==> src/rtl/dual_window_cmp.sv <==
module dual_window_cmp #(
  parameter int NCH  = 12,
  parameter int RW   = 12,
  parameter int AW   = 3,
  parameter int CHW  = $clog2(NCH + 1),
  parameter int TPOS = 4,
  parameter int MPOS = 3
) (
  input  logic           clk,
  input  logic           rst_n,
  input  logic           wr_en,
  input  logic [AW-1:0]  wr_addr,
  input  logic [31:0]    wr_data,
  input  logic           res_vld,
  input  logic [RW-1:0]  res_data,
  input  logic [CHW-1:0] res_ch,
  output logic           cmp_vld,
  output logic [1:0]     cmp_range,
  output logic [1:0]     cmp_cross,
  output logic [NCH-1:0] thr_flags,
  output logic           thr_irq
);
  localparam logic [AW-1:0] A_LO0 = 0, A_LO1 = 1, A_HI0 = 2, A_HI1 = 3;
  localparam logic [AW-1:0] A_SEL = 4, A_MODE = 5, A_CLR = 6;
  localparam logic [1:0] RNG_IN = 2'd0, RNG_BELOW = 2'd2, RNG_ABOVE = 2'd3;
  localparam logic [1:0] X_NONE = 2'd0, X_DOWN = 2'd2, X_UP = 2'd3;

  logic [RW-1:0]    lo_q [2];
  logic [RW-1:0]    hi_q [2];
  logic [NCH-1:0]   sel_q;
  logic [2*NCH-1:0] mode_q;
  logic [RW-1:0]    prev_q [NCH];
  logic [NCH-1:0]   seen_q;
  logic [NCH-1:0]   act;

  logic           ch_ok, win, seen, hit;
  logic [RW-1:0]  lo, hi, prev;
  logic [1:0]     rng, crs, mode;
  logic [NCH-1:0] flags_d;

  logic unused_wr;
  assign unused_wr = ^wr_data;

  assign ch_ok = res_vld && (32'(res_ch) < NCH);
  assign win   = ch_ok ? sel_q[res_ch] : 1'b0;
  assign lo    = lo_q[win];
  assign hi    = hi_q[win];
  assign seen  = ch_ok ? seen_q[res_ch] : 1'b0;
  assign prev  = ch_ok ? prev_q[res_ch] : '0;
  assign mode  = ch_ok ? mode_q[2*res_ch +: 2] : 2'd0;

  assign rng = (res_data < lo) ? RNG_BELOW : (res_data > hi) ? RNG_ABOVE : RNG_IN;
  assign crs = !seen ? X_NONE :
               ((prev >= lo) && (res_data < lo)) ? X_DOWN :
               ((prev < lo) && (res_data >= lo)) ? X_UP : X_NONE;
  assign hit = ch_ok && (((mode == 2'd1) && (rng != RNG_IN)) ||
                         ((mode == 2'd2) && (crs != X_NONE)));

  always_comb begin
    flags_d = thr_flags;
    if (wr_en && wr_addr == A_CLR) flags_d = flags_d & ~wr_data[NCH-1:0];
    if (hit) flags_d[res_ch] = 1'b1;
  end

  for (genvar n = 0; n < NCH; n++) begin : g_act
    assign act[n] = (mode_q[2*n +: 2] == 2'd1) || (mode_q[2*n +: 2] == 2'd2);
  end
  assign thr_irq = |(thr_flags & act);

  always_ff @(posedge clk) begin
    if (!rst_n) begin
      lo_q[0] <= '0; lo_q[1] <= '0; hi_q[0] <= '0; hi_q[1] <= '0;
      sel_q <= '0; mode_q <= '0; seen_q <= '0; thr_flags <= '0;
      cmp_vld <= 1'b0; cmp_range <= RNG_IN; cmp_cross <= X_NONE;
    end else begin
      if (wr_en) begin
        case (wr_addr)
          A_LO0:  lo_q[0] <= wr_data[TPOS +: RW];
          A_LO1:  lo_q[1] <= wr_data[TPOS +: RW];
          A_HI0:  hi_q[0] <= wr_data[TPOS +: RW];
          A_HI1:  hi_q[1] <= wr_data[TPOS +: RW];
          A_SEL:  sel_q   <= wr_data[NCH-1:0];
          A_MODE: mode_q  <= wr_data[MPOS +: 2*NCH];
          default: ;
        endcase
      end
      thr_flags <= flags_d;
      cmp_vld   <= ch_ok;
      if (ch_ok) begin
        cmp_range      <= rng;
        cmp_cross      <= crs;
        seen_q[res_ch] <= 1'b1;
      end
    end
  end

  always_ff @(posedge clk) begin
    if (ch_ok) prev_q[res_ch] <= res_data;
  end

  a_r2_range_code_legal: assert property (@(posedge clk) disable iff (!rst_n)
    cmp_vld |-> cmp_range != 2'd1);
  a_r5_cross_code_legal: assert property (@(posedge clk) disable iff (!rst_n)
    cmp_vld |-> cmp_cross != 2'd1);
  a_r6_vld_after_result: assert property (@(posedge clk) disable iff (!rst_n)
    res_vld && (32'(res_ch) < NCH) |=> cmp_vld);
  a_r10_bad_channel_dropped: assert property (@(posedge clk) disable iff (!rst_n)
    !res_vld || (32'(res_ch) >= NCH) |=> !cmp_vld);
  a_r8_flags_fall_on_clear: assert property (@(posedge clk) disable iff (!rst_n)
    (wr_en && wr_addr == A_CLR) == 1'b0 |=> (thr_flags & ~$past(thr_flags)) == thr_flags - (thr_flags & $past(thr_flags)) && ($past(thr_flags) & ~thr_flags) == '0);
  a_r9_irq_needs_flag: assert property (@(posedge clk) disable iff (!rst_n)
    thr_irq |-> thr_flags != '0);
endmodule

==> config.mk <==
export PLATFORM = sky130hd
export DESIGN_NAME = dual_window_cmp
export DESIGN_NICKNAME = d
export VERILOG_FILES = /design/src/rtl/dual_window_cmp.sv
export SDC_FILE = /design/constraint.sdc
export NUM_CORES = 1
export LEC_CHECK = 0
export BUFFER_PORTS_ARGS = -buffer_cell sky130_fd_sc_hd__buf_2
export CORE_MARGIN = 2
export CORE_UTILIZATION = 50
export DETAILED_ROUTE_END_ITERATION = 7
export PLACE_DENSITY = 0.68
export SYNTH_ARGS = -nofsm -noshare
export SYNTH_HDL_FRONTEND = slang
export SYNTH_SLANG_ARGS = --single-unit
==> constraint.sdc <==
create_clock -name clk -period 7.6 [get_ports clk]
set_input_delay 0.76 -clock clk [delete_from_list [all_inputs] [get_ports clk]]
set_output_delay 0.76 -clock clk [all_outputs]
set_load 0.005 [all_outputs]
==> run metrics <==
Buf/Inv on CP 2; fin crit share 62.40%; most common flop cell mapped by yosys edfxtp_1; Seq/Total Area, Yosys 63.70%; Die Area 23400 µm²; total grt overflow 0; crit path kind in -> reg; Min Clock Period, post-route 4.742 ns; post-synthesis cell count 821; chip width 153.0 µm; Area Growth Syn to Fin 15.47%; critical path's top delay family compound AO/OA/AOI/OAI gates; synth top area cells edfxtp_1 52%, dfxtp_1 12%, mux4_2 9.7%, nand2_1 4.6%, ha_1 3.8%; maximum clock frequency 0.2109 GHz; endpoints failing setup 0; via count 6944; first-pass GRT wire length 39.21 mm; Slew Limit Fails 0; clock sink total 257; CTS tree built; drt drc 0; peak supply drop 0.1881 mV; initial drt markers 502; #FFs+latches synth 257; ys async rst share 0%; Detail Placement HPWL 16.28 mm; outcome complete, no violations; Root Buffer clkbuf_16; Worst-path clk slew 0.06 ns; row cnt 54; Net Count, Synth 910; Die Ht 153.0 µm; ant diodes 0; Post-synth top cells 192 x edfxtp_1, 135 x nand2_1, 73 x a21oi_1; Min Hold Slack 0.4465 ns; Ys Warns 0; layout cell share with drive strength beyond 1 21.80%; Slowest-stage cell, CP a311oi_4; total power 3.179 mW; Rel. slew slack 31.18%; Leakage 4.558 nW; quantity of I/O buffers inserted on ports 67; Tot GR Track Use 21.54%; crit path max fanout 14; CORE AREA 21820 µm²; nets@finish 991; Inst Count DP 1153; largest net degree at the start of global routing 56; H-tree depth 1; Worst Hold Class in -> reg; DR WL/cell 20.88 µm; worst stage delay on the critical path 0.91 ns; Yosys top cell area share 51.97%; post-DR vias/cell 5.777; antenna viol nets, final 0; Setup Total Neg Slack 0 ns; Worst Path Required 8.01 ns; Setup Fix Bufs, Post-CTS 0; TritonRoute pass-1 iters 5; clock buffer count from CTS 27; unrepaired setup endpoints after global routing false; Worst Max-Slew Pin Slew 1.024 ns; post-CTS sizing 0; Worst Skew 0.007828 ns; leading area contributor after synthesis edfxtp_1; count of different cell masters after synthesis 54; Final GP Congestion 0.8948; final core occ 58.70%; crit path launch type primary input; clock latency on the worst-skew pair 0.55 ns; power density over the cells 248.1 nW/µm²; initial antenna violation count 0; Syn Std Cell Area 11090 µm²; Filler Cells Inserted 1693; synthesized area per cell 13.51 µm²; Initial Utilization 50.84%; endpoints failing hold 0; number of global-route vias before repair 6926; CTS max path bufs 3; most common cell in the netlist edfxtp_1; Post-synth EDFFs 192; CP arrival 5.16 ns; total detailed-routing wirelength 25.09 mm; CP cell instances buf_4, mux4_2, nand2b_1, a311oi_4, buf_4, mux2i_1, ha_1, nor2b_1, o21a_1, o21a_1, o21ai_0, a31oi_1, a211oi_1, or4_1, o31a_1, o21ai_1; max cap viols 0; I/O pins 73; Non-Filler Instances 1202; hold_buf cts 0; Critical Path End Type flop
## logic make-up (layout without fill, tap and decap cells)
logic type      count (synthesis)  count (layout)  share of synthesized area, %
fa+ha+maj                      35              35                         3.925
flops                         257             257                         63.70
mux                            75              75                         12.25
compound gates                130             130                         7.049
simple gates                  264             264                         10.45
xor+xnor                       12              12                        0.9473
buf+inv                        48             149                         1.680
## cells in the final DEF (no fill, tap or decap), drive strengths merged, types with 7 or more instances in the layout
cell / n
a21oi: 74
and2: 24
buf: 92
clkbuf: 40
dfxtp: 65
edfxtp: 192
ha: 34
inv: 11
mux2i: 24
mux4: 48
nand2: 135
nand3: 19
nand4: 7
nor2: 53
o21ai: 20
xor2: 12
## metrics by stage
| stage | setup WS, ns | area, µm² |
|---|---|---|
| floorplan | 2.344 | 11090 |
| detailed placement | 2.259 | 11860 |
| global route | 2.433 | 12810 |
| finish | 2.858 | 12810 |
| CTS | 2.800 | 12810 |
| global placement | 2.345 | 11860 |
## tightest hold or removal path: cells and delay by family
family	cells	cell delay, ns
buf+inv	1	0.10
simple gates	1	0.04
compound gates	1	0.05
## power by group
group	internal (mW)	total, mW	switching [mW]
Clock	0.839	1.38	0.543
Combinational	0.0923	0.237	0.144
Sequential	1.55	1.56	0.0128
Total	2.48	3.18	0.700
## path summary, 6_finish.rpt
| check | from | depth (start not counted) | endpoint | slack (ns) |
|---|---|---|---|---|
| setup / recovery | res_ch[0] | 16 | thr_flags[8]$_SDFF_PN0_ | 2.86 |
| setup reg to reg | sel_q[2]$_SDFFE_PN0P_ | 15 | thr_flags[8]$_SDFF_PN0_ | 3.04 |
| hold reg to reg | sel_q[4]$_SDFFE_PN0P_ | 2 | sel_q[4]$_SDFFE_PN0P_ | 0.46 |
| hold / removal | wr_data[19] | 3 | mode_q[16]$_SDFFE_PN0P_ | 0.45 |
## per-layer routing
layer	wire length, µm	global-route usage [%]	up-vias	part of all wire, %
li1	-	-	3244	-
met1	10940	30.13	3436	44
met2	12190	35.19	213	49
met3	1281	3.176	51	5.1
met4	676	6.922	0	2.7
met5	0	0	-	0
## cell type report
type                    instances  area (µm²)  area share, %
flip-flops and latches        257        7067          55.16
repair buffers                 92       525.5          4.102
clock inverters                 9       115.1         0.8985
clock buffers                  40       840.8          6.563
well taps                     280       350.3          2.735
inverters                       8       30.03         0.2344
multi-input cells             516        3882          30.31
## registers in the layout (all words and copies together), names as in the netlist
register and flops:
prev_q 144, cmp_range 2, cmp_vld 1, seen_q 12, mode_q 24, hi_q 24
sel_q 12, thr_flags 12, lo_q 24, cmp_cross 2
Power figures use the tool's default switching activity.
